===== config.mk =====
export PLATFORM = sky130hd
export DESIGN_NAME = cfgrd_unit
export DESIGN_NICKNAME = d
export VERILOG_FILES = /design/src/rtl/cfgrd_pkg.sv /design/src/rtl/cfgrd_ctl.sv /design/src/rtl/cfgrd_rdmux.sv /design/src/rtl/cfgrd_unit.sv
export SDC_FILE = /design/constraint.sdc
export NUM_CORES = 1
export LEC_CHECK = 0
export CORE_UTILIZATION = 35
export DETAILED_ROUTE_END_ITERATION = 8
export MAX_ROUTING_LAYER = met4
export PLACE_DENSITY_LB_ADDON = 0.08
export SYNTH_ARGS = -nofsm -noshare
export SYNTH_HDL_FRONTEND = slang
export SYNTH_SLANG_ARGS = --single-unit

===== constraint.sdc =====
create_clock -name clk -period 2.35 [get_ports clk]
set_input_delay 0.47 -clock clk [delete_from_list [all_inputs] [get_ports clk]]
set_output_delay 0.47 -clock clk [all_outputs]
set_load 0.05 [all_outputs]

===== src/rtl/cfgrd_pkg.sv =====
package cfgrd_pkg;
    localparam int ADDR_W    = 16;
    localparam int DATA_W    = 8;
    localparam int LOCK_W    = 2;
    localparam int LOAD_WIN  = 3;
    localparam int STORE_WIN = 4;
    localparam logic [ADDR_W-1:0] FUSE_ZADDR = 16'h0000;
    localparam logic [ADDR_W-1:0] LOCK_ZADDR = 16'h0001;

    typedef enum logic [1:0] {
        SRC_FLASH = 2'd0,
        SRC_FUSE  = 2'd1,
        SRC_LOCK  = 2'd2
    } src_e;

    typedef struct packed {
        logic rdcfg;
        logic spen;
    } ctl_t;

    // programmed = 1 on the inputs, reads back as 0
    function automatic logic [DATA_W-1:0] fuse_image(input logic [DATA_W-1:0] prog);
        return ~prog;
    endfunction

    function automatic logic [DATA_W-1:0] lock_image(input logic [LOCK_W-1:0] prog);
        logic [DATA_W-1:0] img;
        img = '1;
        img[LOCK_W-1:0] = ~prog;
        return img;
    endfunction

    function automatic src_e pick_src(input logic armed, input logic [ADDR_W-1:0] addr);
        if (!armed)                return SRC_FLASH;
        else if (addr == FUSE_ZADDR) return SRC_FUSE;
        else if (addr == LOCK_ZADDR) return SRC_LOCK;
        else                       return SRC_FLASH;
    endfunction
endpackage


===== src/rtl/cfgrd_ctl.sv =====
module cfgrd_ctl
    import cfgrd_pkg::*;
#(
    parameter int LD_WIN = LOAD_WIN,
    parameter int ST_WIN = STORE_WIN
) (
    input  logic clk,
    input  logic rst,
    input  logic ctl_wr,
    input  logic ee_busy,
    input  ctl_t wr_val,
    input  logic ld_stb,
    input  logic st_stb,
    output ctl_t ctl_q,
    output logic armed
);
    localparam int AGE_W = $clog2(ST_WIN + 2);
    localparam logic [AGE_W-1:0] AGE_MAX = '1;

    logic [AGE_W-1:0] age_q;
    logic             wr_ok;
    logic             drop;

    assign wr_ok = ctl_wr & ~ee_busy;
    assign armed = ctl_q.rdcfg & ctl_q.spen;

    always_comb begin
        drop = 1'b0;
        if (armed)
            drop = ld_stb | st_stb | (age_q >= AGE_W'(LD_WIN));
        else if (ctl_q.spen)
            drop = st_stb | (age_q >= AGE_W'(ST_WIN));
    end

    always_ff @(posedge clk) begin
        if (rst) begin
            ctl_q <= '0;
            age_q <= '0;
        end else if (wr_ok) begin
            ctl_q <= wr_val;
            age_q <= AGE_W'(1);
        end else begin
            if (drop)
                ctl_q <= '0;
            if (ctl_q.spen && age_q != AGE_MAX)
                age_q <= age_q + AGE_W'(1);
        end
    end
endmodule


===== src/rtl/cfgrd_rdmux.sv =====
module cfgrd_rdmux
    import cfgrd_pkg::*;
(
    input  logic              clk,
    input  logic              rst,
    input  logic              ld_stb,
    input  logic              armed,
    input  logic [ADDR_W-1:0] ld_addr,
    input  logic [DATA_W-1:0] flash_data,
    input  logic [DATA_W-1:0] fuse_prog,
    input  logic [LOCK_W-1:0] lock_prog,
    output logic [DATA_W-1:0] ld_data,
    output logic              ld_valid
);
    src_e              src;
    logic [DATA_W-1:0] pick;

    assign src = pick_src(armed, ld_addr);

    always_comb begin
        case (src)
            SRC_FUSE: pick = fuse_image(fuse_prog);
            SRC_LOCK: pick = lock_image(lock_prog);
            default:  pick = flash_data;
        endcase
    end

    always_ff @(posedge clk) begin
        if (rst) begin
            ld_data  <= '0;
            ld_valid <= 1'b0;
        end else begin
            ld_valid <= ld_stb;
            if (ld_stb)
                ld_data <= pick;
        end
    end
endmodule


===== src/rtl/cfgrd_unit.sv =====
module cfgrd_unit
    import cfgrd_pkg::*;
(
    input  logic              clk,
    input  logic              rst,
    input  logic              ctl_wr,
    input  logic              wr_rdcfg,
    input  logic              wr_spen,
    input  logic              ee_busy,
    input  logic              ld_stb,
    input  logic [ADDR_W-1:0] ld_addr,
    input  logic              st_stb,
    input  logic [DATA_W-1:0] flash_data,
    input  logic [DATA_W-1:0] fuse_prog,
    input  logic [LOCK_W-1:0] lock_prog,
    output logic [DATA_W-1:0] ld_data,
    output logic              ld_valid,
    output logic              ctl_rdcfg,
    output logic              ctl_spen
);
    ctl_t wr_val;
    ctl_t ctl_q;
    logic armed;

    assign wr_val.rdcfg = wr_rdcfg;
    assign wr_val.spen  = wr_spen;
    assign ctl_rdcfg    = ctl_q.rdcfg;
    assign ctl_spen     = ctl_q.spen;

    cfgrd_ctl #(.LD_WIN(LOAD_WIN), .ST_WIN(STORE_WIN)) u_ctl (
        .clk    (clk),
        .rst    (rst),
        .ctl_wr (ctl_wr),
        .ee_busy(ee_busy),
        .wr_val (wr_val),
        .ld_stb (ld_stb),
        .st_stb (st_stb),
        .ctl_q  (ctl_q),
        .armed  (armed)
    );

    cfgrd_rdmux u_mux (
        .clk       (clk),
        .rst       (rst),
        .ld_stb    (ld_stb),
        .armed     (armed),
        .ld_addr   (ld_addr),
        .flash_data(flash_data),
        .fuse_prog (fuse_prog),
        .lock_prog (lock_prog),
        .ld_data   (ld_data),
        .ld_valid  (ld_valid)
    );
endmodule


* Word level (Yosys, flattened, before mapping)
Cells that the tools add are included.
Cells by class: reductions and logical operators 5, mux-type cells 10, add/subtract/negate cells 1, $lt $le $gt $ge 2, eq/ne operators 4, bitwise operators 8
Operators with widths (number):
- 16-bit by 1-bit == test with 1-bit output (second input constant) | 1
- 16-bit logical NOT | 1
- 8-bit case mux with 2 select lines | 1
- 2-bit two-way mux | 5
- 8-bit inverter | 1
- 1-bit two-way mux | 4
- 2-bit nonzero test | 2
- 3-bit by 1-bit adder with 3-bit output (second input constant) | 1
- 3-bit by 2-bit >= comparator with 1-bit output (second input constant) | 1
- 3-bit >= comparator (second input constant) | 1
- 3-bit != test (second input constant) | 1
- 1-bit OR | 3
- 1-bit bitwise AND | 2
- 2-bit by 1-bit == test with 1-bit output (second input constant) | 1
- 2-bit == test (second input constant) | 1
- 2-bit inverter | 1
- 2-bit OR reduction | 1
- 1-bit logical AND | 1
- 1-bit inverter | 1
Word-level totals: register bits 14, output and inout bits 11

* Longest topological paths before layout
depth after elaboration 6, depth in mapped cells 8

* Modules after synthesis
A second synthesis with hierarchy kept.
Second synthesis, totals: cells, all modules 88, area, all modules 799.5 µm²
Modules (own cells, without submodules):
- cfgrd_rdmux | cells each 58, instances 1, area each 523.0 µm², seq. area each 180.2 µm²
- cfgrd_ctl | cells each 30, instances 1, area each 276.5 µm², seq. area each 100.1 µm²

* Worst setup path before layout
Ideal clock, no wire load.
path type input port to flip-flop, start in ld_addr[3], end reg u_mux.ld_data[2], path slack 0.128 ns, stages on the path 8, required time 2.218 ns, arrival time 2.090 ns, path through nor4_1 > nand3_1 > or3_1 > ha_1 > or2_2 > clkbuf_1 > o221ai_1 > a21oi_1
On the way: longest elaborated chain between the ends 6, elaborated cells on any way between the ends 8, classes of those cells eq/ne: 3; mux: 4; reduce/logical: 1
RTL lines:
- start: declaration | line cfgrd_unit.sv:11 | input logic [ADDR_W-1:0] ld_addr,
- 16-bit by 1-bit == test with 1-bit output | line cfgrd_pkg.sv:36 | else if (addr == LOCK_ZADDR) return SRC_LOCK;
- 2-bit two-way mux | line cfgrd_pkg.sv:36
- 2-bit two-way mux * | line cfgrd_pkg.sv:35 | else if (addr == FUSE_ZADDR) return SRC_FUSE;
- 2-bit two-way mux * | line cfgrd_pkg.sv:34 | if (!armed) return SRC_FLASH;
- 2-bit == test or 2-bit by 1-bit == test with 1-bit output (tied branches) | line cfgrd_rdmux.sv:21 | case (src)
- 8-bit case mux with 2 select lines * | line cfgrd_rdmux.sv:21
- end signal: assignment | line cfgrd_rdmux.sv:35 | ld_data <= pick;
- end: declaration | line cfgrd_rdmux.sv:12 | output logic [DATA_W-1:0] ld_data,
Every way passes the cells marked *; elsewhere a longest branch is shown, timed or not. A chain may end at the register's enable or synchronous reset.

* Worst setup path after layout
start in ld_addr[6], end reg u_mux.ld_data[1]
Same word-level chain as after synthesis.

==> key figures <==
Outcome
  • Result of the run: finished, violations left
  • Violated checks: setup timing

Clocking
  • Clock latency reported for the late side of the worst-skew pair: 0.28 ns
  • CTS Hold Bufs: 0
  • Clock-pin transition on the worst setup and hold timing paths: 0.10 ns
  • H-Tree Depth: 1
  • Largest buffer count on any clock path: 2
  • CTS Root Buffer Type: clkbuf_4
  • Total CTS buffers: 3
  • Number of sinks driven by the clock tree: 14
  • CTS tree: done

Routing
  • Number of iterations in the first detailed-routing pass: 4
  • DRC Markers: 0
  • Average routed wire per standard cell: ~13 µm
  • Final antenna-violating net count: 0
  • Aggregate routed wire length: ~2400 µm
  • Total vias in the final route: approximately 900
  • Number of vias per cell: roughly 5
  • Initial detailed-routing violation count: 13

Timing
  • Fin Clk Skew: 0.00606 ns
  • Unrepaired setup endpoints after global routing: yes
  • Slew at the pin with the worst max-slew slack: ~0.63 ns
  • Final Hold Violating Endpoints: 0
  • Relative slew slack: about 58%
  • Clock period minus worst slack: between 2 and 2.5 ns
  • Setup-failing EPs final: 1
  • Share of the clock period used by the worst path after layout: 101%
  • Setup TNS after final layout: -0.0205 ns
  • Maximum achievable frequency: around 420 MHz
  • Final worst-path setup slack: -0.0205 ns
  • Number of pins with negative max-slew slack in the final report: 0

Synth
  • Number of nets in the synthesized netlist: approximately 140
  • Synthesis warning total: 0
  • Most numerous cell in the Yosys netlist: dfxtp_1
  • Share of synthesized flip-flops with an asynchronous set or reset: 0%
  • Combined area of all synthesized cells: around 800 µm²
  • Top cell type's share of synthesized area: about a third
  • Number of standard cells after synthesis: 95
  • Number of flops mapped to enable cells by yosys: 0
  • Top post-synthesis cells by area: dfxtp_1 35%, ha_1 7.7%, nor2b_1 6.9%
  • Post-synthesis sequential element count: 14
  • Most instantiated cells after synthesis: 14 x dfxtp_1, 9 x a21oi_1, 9 x nor2b_1
  • Portion of the post-synthesis area used by sequential elements: about a third
  • Most frequently used flop master after synthesis: dfxtp_1
  • Largest area contributor in the netlist: dfxtp_1
  • Count of unique library cells instantiated by Yosys: 28
  • Average cell area after synthesis: roughly 8.5 µm²

Die
  • Die Span X: between 50 and 60 µm
  • Rows: 17
  • Initial Util: between 30% and 40%
  • Overall die height: approximately 50 µm
  • Core Region: roughly 2200 µm²
  • IO Pins: 53
  • Die outline area: 2510 µm²

Placement
  • Placed insts: 173
  • IO buf count: 52
  • Final weighted congestion in routability-driven placement: between 0.7 and 0.8
  • Post-detail-place hpwl: around 1700 µm

Power
  • Power density over cell area: 399 nW/µm²
  • Worst-case vdd ir drop: about 0.28 mV
  • Leakage dissipation: roughly 0.57 nW

Setup path
  • Data required time at the worst endpoint: between 2 and 3 ns
  • Kind of start point of the critical path: primary input
  • Cell with the biggest individual delay on the critical path: clkdlybuf4s50_1
  • Cell chain of the critical path: clkdlybuf4s50_1, nor4_2, nand3_1, buf_4, nor3_4, ha_4, buf_6, nand2b_1, a221oi_1, nor3_1
  • Crit Path Class: primary input to register
  • Kind of end point of the critical path: register
  • Data arrival time at the worst-slack endpoint: around 2.5 ns
  • Crit Path Max Fanout: 3
  • Maximum cell stage delay along the critical path: a little over 0.4 ns

Cells and area
  • Number of antenna diodes: 0
  • Ratio of cells with drive above 1 in the final layout: between 15 and 20%
  • Final-stage net count: 199
  • Area Overhead vs Synth: 89.7%
  • Finished Layout Cells: about 180

Global route
  • All-layer global routing usage: between 10% and 20%
  • Via count of the first global-routing pass: 810
  • Maximum number of pins on one net before global-route repair: 19
  • Number of antenna violations at the first check in global routing: 0
  • Global route overflow: 0
  • Wire length of the first global-routing pass: 3570 µm

Job
  • Number of violations of the max-capacitance limit: 0

Worst hold path
  • Path class of the lowest-slack min-delay path: register to register
## registers in the layout, indices dropped and copies added, names as in the netlist
signal / count
u_ctl.age_q: 3
u_mux.ld_valid: 1
u_ctl.ctl_q: 2
u_mux.ld_data: 8
## final cells by class
class	count	area, µm²
Sequential cell	14	280
Multi-Input combinational cell	70	594
Inverter	7	30.0
Tap cell	28	35.0
Fill cell	181	653
Timing Repair Buffer	56	562
Clock buffer	4	36.3
## per-layer routing
| metal | share of wire (%) | track usage [%] | wire length [µm] | vias up |
|---|---|---|---|---|
| li1 | - | - | - | 460 |
| met1 | 40 | 21.4 | 934 | 428 |
| met2 | 55 | 32.7 | 1300 | 26 |
| met3 | 4.7 | 3.94 | 110 | 2 |
| met4 | 0.47 | 5.71 | 11 | 0 |
| met5 | 0 | - | 0 | - |
## stage by stage
step           area (µm²)  utilization, %  worst slack (ns)  power, W  hold WS (ns)
3_5_place_dp         1370            62.3            -0.424  0.000430         0.466
3_3_place_gp         1370            62.3            -0.366  0.000427         0.457
5_1_grt              1540            70.2            -0.138  0.000643         0.502
2_1_floorplan         811               -             0.128  0.000332         0.511
4_1_cts              1420            64.6            0.0132  0.000610         0.481
6_report             1540            70.2           -0.0205  0.000613         0.472
## logic make-up (layout without fill, tap and decap cells)
logic type	after synthesis	in the layout	share of synthesized area [%]
AOI/OAI and AO/OA	24	24	21.3
adders and majority gates	5	5	7.72
DFF	14	14	34.6
muxes	1	1	1.23
and+or+nand+nor	39	39	28.9
buffers and inverters	11	67	5.25
xor gates and xnor gates	1	1	1.08
## cells in the final DEF, fill, tap and decap left out, types with 3 or more instances in the layout
cell | netlist | layout
clkdlybuf4s50_1 | 0 | 49
dfxtp_1 | 14 | 14
a21oi_1 | 9 | 9
nand2b_1 | 8 | 8
nor2b_1 | 9 | 8
inv_1 | 7 | 6
o221ai_2 | 0 | 5
nor3_1 | 5 | 4
nand2_1 | 4 | 4
ha_1 | 5 | 3
clkbuf_4 | 0 | 3
dlymetal6s2s_1 | 0 | 3
buf_4 | 0 | 3
## critical path, delay by kind of cell
kind / cells / cell delay, ns
simple gates: 5 / 0.87
buf+inv: 3 / 0.69
compound gates: 1 / 0.26
fa+ha+maj: 1 / 0.24
## final timing paths
kind / end / start / slack (ns) / cells past startpoint
worst min-delay path: u_mux.ld_data[2] / u_mux.ld_data[2] / 0.47 / 2
worst max register to register: u_mux.ld_data[1] / u_ctl.ctl_q[0] / 0.49 / 8
worst min register to register: u_mux.ld_data[2] / u_mux.ld_data[2] / 0.47 / 2
worst max-delay path: u_mux.ld_data[1] / ld_addr[6] / -0.02 / 10
## repair_timing
action,CTS,global route
buffers inserted,0,2
endpoints found under the setup margin,7,8
resized for setup,3,20
pin swaps,1,10
## power breakdown
group          internal (W)  switching (W)  total, W  leakage, nW
Combinational     0.0000958      0.0000788  0.000175        0.432
Sequential         0.000250     0.00000865  0.000258        0.115
Clock             0.0000943      0.0000861  0.000180       0.0210
Total              0.000440       0.000173  0.000613        0.568
No activity file was read; power rests on OpenSTA's default activity.
